`src/rtl/utlb_pkg.sv`:
```
package utlb_pkg;
    localparam int ENTRIES = 10;
    localparam int VA_W    = 32;
    localparam int OFF_W   = 12;
    localparam int VPN_W   = VA_W - OFF_W;
    localparam int PPN_W   = 20;
    localparam int ASID_W  = 8;
    localparam int ATTR_W  = 4;
    localparam int IDX_W   = $clog2(ENTRIES);
    localparam int LFSR_W  = 16;

    typedef enum logic [1:0] {
        PERM_NONE = 2'b00,
        PERM_PRIV = 2'b01,
        PERM_RO   = 2'b10,
        PERM_RW   = 2'b11
    } perm_e;

    typedef struct packed {
        logic [VPN_W-1:0]  vpn;
        logic [PPN_W-1:0]  ppn;
        logic [ASID_W-1:0] asid;
        logic              glob;
        logic              secure;
        perm_e             perm;
        logic [ATTR_W-1:0] attr;
    } slot_t;

    function automatic logic perm_fault(perm_e p, logic user, logic wr);
        case (p)
            PERM_NONE: return 1'b1;
            PERM_PRIV: return user;
            PERM_RO:   return wr;
            default:   return 1'b0;
        endcase
    endfunction
endpackage

```
`src/rtl/utlb_match.sv`:
```
module utlb_match
    import utlb_pkg::*;
(
    input  slot_t              slots [ENTRIES],
    input  logic [ENTRIES-1:0] valid,
    input  logic [VPN_W-1:0]   vpn,
    input  logic [ASID_W-1:0]  asid,
    input  logic               secure,
    output logic [ENTRIES-1:0] hit_vec
);
    for (genvar i = 0; i < ENTRIES; i++) begin : g_cmp
        logic asid_ok;
        assign asid_ok    = slots[i].glob || (slots[i].asid == asid);
        assign hit_vec[i] = valid[i] && (slots[i].vpn == vpn)
                            && asid_ok && (slots[i].secure == secure);
    end
endmodule

```
`src/rtl/utlb_victim.sv`:
```
module utlb_victim
    import utlb_pkg::*;
(
    input  logic               clk,
    input  logic               rst,
    input  logic               fill_go,
    input  logic               flush,
    input  logic [ENTRIES-1:0] valid,
    input  logic               use_random,
    output logic [IDX_W-1:0]   victim,
    output logic [IDX_W-1:0]   rr_ptr
);
    logic [LFSR_W-1:0] lfsr_q;
    logic [IDX_W-1:0]  free_idx;
    logic [IDX_W-1:0]  rnd_idx;
    logic              any_free;

    always_ff @(posedge clk) begin
        if (rst)
            lfsr_q <= LFSR_W'(16'hACE1);
        else
            lfsr_q <= {1'b0, lfsr_q[LFSR_W-1:1]} ^ (lfsr_q[0] ? LFSR_W'(16'hB400) : '0);
    end

    always_ff @(posedge clk) begin
        if (rst || flush)
            rr_ptr <= '0;
        else if (fill_go)
            rr_ptr <= (rr_ptr == IDX_W'(ENTRIES - 1)) ? '0 : rr_ptr + 1'b1;
    end

    always_comb begin
        free_idx = '0;
        any_free = 1'b0;
        for (int i = ENTRIES - 1; i >= 0; i--) begin
            if (!valid[i]) begin
                free_idx = IDX_W'(i);
                any_free = 1'b1;
            end
        end
    end

    assign rnd_idx = IDX_W'(lfsr_q[7:0] % 8'(ENTRIES));

    always_comb begin
        if (any_free)
            victim = free_idx;
        else if (use_random)
            victim = rnd_idx;
        else
            victim = rr_ptr;
    end
endmodule

```
`src/rtl/utlb_top.sv`:
```
module utlb_top
    import utlb_pkg::*;
(
    input  logic              clk,
    input  logic              rst,
    input  logic [7:0]        cur_asid,
    input  logic              lk_valid,
    input  logic [31:0]       lk_va,
    input  logic              lk_secure,
    input  logic              lk_user,
    input  logic              lk_write,
    output logic              lk_hit,
    output logic              lk_miss,
    output logic [31:0]       lk_pa,
    output logic              lk_abort,
    output logic [3:0]        lk_attr,
    input  logic              fill_valid,
    input  logic [19:0]       fill_vpn,
    input  logic [19:0]       fill_ppn,
    input  logic [7:0]        fill_asid,
    input  logic              fill_global,
    input  logic [1:0]        fill_perm,
    input  logic [3:0]        fill_attr,
    input  logic              fill_secure,
    input  logic              flush,
    input  logic              rand_sel,
    input  logic              rand_en
);
    slot_t              slots_q [ENTRIES];
    logic [ENTRIES-1:0] valid_q;
    logic [ENTRIES-1:0] hit_vec;
    logic [IDX_W-1:0]   victim_idx;
    logic [IDX_W-1:0]   rr_ptr;
    logic [IDX_W-1:0]   sel_idx;
    slot_t              sel_slot;
    slot_t              new_slot;
    logic               any_hit;
    logic               fill_go;

    assign fill_go = fill_valid && !flush;

    assign new_slot = '{vpn: fill_vpn, ppn: fill_ppn, asid: fill_asid,
                        glob: fill_global, secure: fill_secure,
                        perm: perm_e'(fill_perm), attr: fill_attr};

    utlb_match u_match (
        .slots   (slots_q),
        .valid   (valid_q),
        .vpn     (lk_va[VA_W-1:OFF_W]),
        .asid    (cur_asid),
        .secure  (lk_secure),
        .hit_vec (hit_vec)
    );

    utlb_victim u_victim (
        .clk        (clk),
        .rst        (rst),
        .fill_go    (fill_go),
        .flush      (flush),
        .valid      (valid_q),
        .use_random (rand_sel && rand_en),
        .victim     (victim_idx),
        .rr_ptr     (rr_ptr)
    );

    always_ff @(posedge clk) begin
        if (rst || flush)
            valid_q <= '0;
        else if (fill_go)
            valid_q[victim_idx] <= 1'b1;
    end

    always_ff @(posedge clk) begin
        if (fill_go)
            slots_q[victim_idx] <= new_slot;
    end

    always_comb begin
        sel_idx = '0;
        for (int i = ENTRIES - 1; i >= 0; i--)
            if (hit_vec[i]) sel_idx = IDX_W'(i);
    end

    assign sel_slot = slots_q[sel_idx];
    assign any_hit  = |hit_vec;
    assign lk_hit   = lk_valid && any_hit;
    assign lk_miss  = lk_valid && !any_hit;
    assign lk_pa    = {sel_slot.ppn, lk_va[OFF_W-1:0]};

    always_ff @(posedge clk) begin
        if (rst) begin
            lk_abort <= 1'b0;
            lk_attr  <= '0;
        end else begin
            lk_abort <= lk_hit && perm_fault(sel_slot.perm, lk_user, lk_write);
            lk_attr  <= lk_hit ? sel_slot.attr : '0;
        end
    end
endmodule

```
`config.mk`:
```
export PLATFORM = sky130hd
export DESIGN_NAME = utlb_top
export DESIGN_NICKNAME = d
export VERILOG_FILES = /design/src/rtl/utlb_pkg.sv /design/src/rtl/utlb_match.sv /design/src/rtl/utlb_victim.sv /design/src/rtl/utlb_top.sv
export SDC_FILE = /design/constraint.sdc
export NUM_CORES = 1
export LEC_CHECK = 0
export BUFFER_PORTS_ARGS = -buffer_cell sky130_fd_sc_hd__buf_2
export CORE_UTILIZATION = 47
export DETAILED_ROUTE_END_ITERATION = 6
export PLACE_DENSITY = 0.7
export RECOVER_POWER = 50
export SETUP_SLACK_MARGIN = 0.2
export SYNTH_ARGS = -nofsm -noshare
export SYNTH_HDL_FRONTEND = slang
export SYNTH_HIERARCHICAL = 1
export SYNTH_SLANG_ARGS = --single-unit
```
`constraint.sdc`:
```
create_clock -name clk -period 10.8 [get_ports clk]
set_input_delay 1.62 -clock clk [delete_from_list [all_inputs] [get_ports clk]]
set_output_delay 1.62 -clock clk [all_outputs]
set_load 0.05 [all_outputs]
```
# Yosys cells after proc, flatten, opt, wreduce, memory -nomap -nowiden

Cells that the tools add are included.

Output and inout port bits: 39
Input bits: 106
Register bits after elaboration: 595
Word-level logic and storage cells: 217

Divide/modulo/power cells: 1
Bitwise operators: 5
Reduce and logical (&&, ||, !) cells: 53
$lt $le $gt $ge: 5
$add $sub $neg: 1
Mux-type cells: 44
Eq/ne operators: 33

Operators by type and width:

| cell                                                      | number |
|---|---|
| bitwise mux 560 bit                                       | 1 |
| binary-select mux 56 bit (select 4 bit)                   | 1 |
| demux 56 bit (select 4 bit)                               | 1 |
| equality test 20 bit                                      | 10 |
| two-way mux 4 bit                                         | 23 |
| equality test 8 bit                                       | 10 |
| two-way mux 36 bit                                        | 2 |
| two-way mux 56 bit                                        | 1 |
| logical AND 1 bit                                         | 37 |
| two-way mux 16 bit                                        | 1 |
| XOR 15 x 16 -> 16 bit                                     | 1 |
| two-way mux 1 bit                                         | 12 |
| logical OR 1 bit                                          | 11 |
| equality test 1 bit                                       | 10 |
| greater-or-equal comparator 5 bit (second input constant) | 2 |
| inverter 4 -> 5 bit                                       | 2 |
| OR 10 bit                                                 | 1 |
| OR reduction 10 bit                                       | 1 |
| modulo 8 x 4 -> 8 bit (second input constant)             | 1 |
| < comparator 4 x 5 -> 1 bit (second input constant)       | 1 |
| < comparator 5 x 1 -> 1 bit (second input constant)       | 1 |
| adder 4 x 1 -> 4 bit (second input constant)              | 1 |
| demux 1 bit (select 4 bit)                                | 1 |
| equality test 4 bit (second input constant)               | 1 |
| 8 further kinds                                           | 9 |

# Logic depth before layout (Yosys ltp)

Depth after elaboration: 22
Depth in mapped cells: 15
Depth with buffers taken out: 11

# By module

The synthesis kept the hierarchy.

By module, submodules not included:

| module      | sequential area each (µm²) | area each (µm²) | cells an instance | times used |
|---|---|---|---|---|
| utlb_top    | 17,116.4                   | 19,780.2        | 856               | 1 |
| utlb_match  | 0.0                        | 3,676.0         | 429               | 1 |
| utlb_victim | 400.4                      | 1,336.3         | 177               | 1 |

# Worst setup path after synthesis

No wires, ideal clock.

Kind: input port to flip-flop
Start point: input port rand_sel
End point: register slots_q[504] (netlist name) (enable)
Library setup time: 0.541 ns
Arrival: 6.424 ns
Required time: 10.259 ns
Path buffers: 0
Slack: 3.835 ns
Cell stages on the path: 6
Cells stage by stage: and2_1 nor2_1 a21oi_1 o2bb2ai_1 or3_1 nor3_1

RTL lines:

| item                           | line           | text |
|---|---|---|
| start: declaration             | utlb_top.sv:26 | `input logic rand_sel,` |
| end signal: indexed assignment | utlb_top.sv:75 | `slots_q[victim_idx] <= new_slot;` |
| end: declaration               | utlb_top.sv:29 | `slot_t slots_q [ENTRIES];` |

# Worst setup path in the final report

Start point: input port lk_va[29]
End point: output port lk_pa[13]

Elaborated cells on any way between the ends: 54
Classes of those cells: eq/ne: 10; mux: 13; bitwise: 1; reduce/logical: 30

RTL lines:

| item                                                   | line             | text |
|---|---|---|
| start: declaration                                     | utlb_top.sv:8    | `input logic [31:0] lk_va,` |
| equality test 20 bit                                   | utlb_match.sv:14 | `assign hit_vec[i] = valid[i] && (slots[i].vpn == vpn)` |
| logical AND 1 bit                                      | utlb_match.sv:14 |  |
| logical AND 1 bit (2 in series)                        | utlb_match.sv:15 | `&& asid_ok && (slots[i].secure == secure);` |
| net hit_vec[6]                                         | utlb_top.sv:31   | `logic [ENTRIES-1:0] hit_vec;` |
| two-way mux 4 bit (7 in series)                        | utlb_top.sv:81   | `if (hit_vec[i]) sel_idx = IDX_W'(i);` |
| inverter 4 -> 5 bit (not written as such)              | utlb_top.sv:84   | `assign sel_slot = slots_q[sel_idx];` |
| binary-select mux 56 bit (select 4 bit)                | utlb_top.sv:84   |  |
| two-way mux 36 bit (not written as such) (2 in series) | utlb_top.sv:84   |  |
| end: declaration                                       | utlb_top.sv:14   | `output logic [31:0] lk_pa,` |

The timed path passes the listed nets, and every way through them passes these cells. The select of a mux whose other input is x is not followed.

==> qor.txt <==
router iterations before antenna repair - 5
commonest non-fill, non-tap cell in the layout - edfxtp_1
maximum vdd ir drop - 0.136 mV
Die Ht - 232 microns
status - complete, no violations
area share of the largest cell type after synthesis - 67.8%
core area - 0.0517 sq mm
share of cells above drive strength 1 - 17.4%
Layout fillers - 4123
Iter 0 DRT Violations - 1037
DRC viols - 0
number of flops mapped to enable cells by yosys - 560
Tcrit/Tclk final - 71.8%
combinational family with the most area after synthesis - XOR/XNOR gates
static leakage - 8.82 nW
Via Count - 12900
largest net degree at the start of global routing - 58
yosys warns - 6
top post-synthesis cells by area - edfxtp_1, xor2_1, mux4_2
initial core utilization - 47.9%
Slew Limit Fails - 0
initial antenna violation count - 3
final period demand of the worst path - 7.75 ns
final-report hold violation count - 0
PwrDens - 171 mW/mm^2
Port Buffers - 120
Resize count post-CTS - 0
clock skew - 0.0294 ns
# setup viols final - 0
CP max-delay cell - nor4_1
post-synthesis sequential area ratio - 70.7%
Synth Area in XOR/XNOR - 10.6%
Worst setup EP type - output port
cell taking the most area after synthesis - edfxtp_1
vias in the first global route - 12900
Distinct cells, synth - 68
worst skew pair latency - 0.62 ns
crit path max fanout - 28
routed length per instance - 23.8 microns
Power Total - 0.00471 W
final WL - 54.6 mm
f_max - 0.129 GHz
max-cap viol count - 0
TritonCTS buffer count - 57
Worst-Margin Slew - 1.07 ns
TritonCTS clock tree - yes
worst hold path class - flip-flop to flip-flop
post-route ant nets - 0
Worst Path Buf+Inv - 3
Req. time, crit path - 9.18 ns
Rel. slew slack - 28.6%
CTS sink cnt - 595
Cell Rows - 83
first-pass GRT wire length - 81.2 mm
All-Layer GR Usage - 20.5%
CP Launch Type - primary input
Fin Setup TNS - 0 ns
die area - 0.0537 sq mm
HPWL Detailed - 33.0 mm
Cells after Synth - 1462
most frequent cells in the layout - edfxtp_1, xor2_1, clkbuf_1, clkbuf_16, buf_2
htree depth - 2
syn_area_per_cell - 17.0 sq um
max incr delay on CP - 0.61 ns
clock-pin slew of the registers on the worst-case setup and hold paths - 0.06 ns
CP top delay family - simple AND/OR/NAND/NOR gates
WS Path Type - primary input to output port
Synth Area in Compound Gates - 3.92%
Die X - 232 microns
post-synth net total - 1568
routed vias/inst - 5.61
Arr. time, crit path - 6.13 ns
RSZ-0062 raised after global routing - false
GR Overflow Total - 0
Routability Congestion - 0.843
adder-cell share of the synthesized area - 0%
IO Pins - 145
clock tree buffer depth - 3
register bit total from synthesis - 595
number of hold buffers added after CTS - 0
NumNets Final - 1670
crit-path cells - buf_2 > xor2_1 > nor4_1 > nand4_1 > nor3_2 > nor2_1 > o21ai_1 > and3_4 > buf_4 > mux4_2 > a22oi_1 > o21ai_1 > buf_2
simple-gate area share of the yosys netlist - 6.12%
CTS root buf - clkbuf_16
synthesized area - 0.0248 sq mm
Setup Fix Bufs, Post-CTS - 0
ys flop type - edfxtp_1
FFs w/ async S/R, synth - 0%
Area Overhead vs Synth - 11.0%
multiplexer share of the synthesized area - 5.60%
cells by family (layout without fill, tap and decap cells):
family | Yosys count | after routing
AND/OR/NAND/NOR | 237 | 237
buffers and inverters | 111 | 260
multiplexers | 78 | 78
other | 0 | 1
AO/OA/AOI/OAI | 142 | 142
XOR/XNOR | 299 | 299
flip-flops | 595 | 595
where the power goes:
| part | internal (W) | switching [W] |
|---|---|---|
| sequential | 0.00254 | 0.0000114 |
| clock | 0.00112 | 0.000843 |
| combinational | 0.0000603 | 0.000136 |
registers in the layout, indices dropped and copies added, names as in the netlist:
signal,cells
lk_attr,4
u_victim/lfsr_q,16
slots_q,560
lk_abort,1
valid_q,10
u_victim/rr_ptr,4
stage by stage:
step | instances | hold slack, ns | cell area, sq um | util, % | worst slack, ns
floorplan | 1462 | 0.389 | 24800 | - | 3.83
global placement | 2185 | 0.396 | 25700 | 49.8 | 3.08
detailed placement | 2185 | 0.402 | 25700 | 49.8 | 3.08
CTS | 2291 | 0.415 | 27600 | 53.4 | 3.05
global route | 2292 | 0.430 | 27500 | 53.2 | 2.78
finish | 2292 | 0.410 | 27500 | 53.2 | 3.05
final cells by class:
class	count	area, sq um	share of cell area (%)
diodes	1	2.50	0.00909
clock buffers	65	1460	5.29
clock inverters	41	392	1.42
inverters	16	60.1	0.218
multi-input cells	756	6580	23.9
flip-flops and latches	595	17500	63.7
well taps	680	851	3.09
repair buffers	138	657	2.39
synthesized netlist by cell type (all sizes together) (3+ instances only):
library cell	instances
nand3	21
a21oi	21
inv	16
nand2b	8
mux2i	25
o211ai	4
a22oi	20
buf	81
nor2b	8
mux4	48
o31ai	3
clkbuf	14
dfxtp	35
o22ai	8
or2	9
o21ai	37
edfxtp	560
and2	4
o21a	12
a211oi	3
nand2	18
or4	3
and3	3
nor4	74
xor2	283
nand4	13
nor2	38
a31oi	8
mux2	5
nor3	28
xnor2	16
worst paths after layout:
path	slack, ns	start	to	cells past startpoint
min reg2reg	0.41	u_victim/lfsr_q[12]$_SDFF_PP0_	u_victim/lfsr_q[11]$_SDFF_PP1_	1
min	0.41	u_victim/lfsr_q[12]$_SDFF_PP0_	u_victim/lfsr_q[11]$_SDFF_PP1_	1
max reg2reg	6.24	u_victim/lfsr_q[3]$_SDFF_PP0_	slots_q[532]$_DFFE_PP_	9
max	3.05	lk_va[29]	lk_pa[13]	13
metal layers:
metal | up-vias | GRT usage [%] | part of all wire [%]
met5 | - | 0 | 0.038
met4 | 4 | 5.80 | 2.1
met3 | 80 | 3.19 | 5.9
met2 | 386 | 33.8 | 49
met1 | 6611 | 28.4 | 43
li1 | 5769 | - | -
No activity file was read; power rests on OpenSTA's default activity.
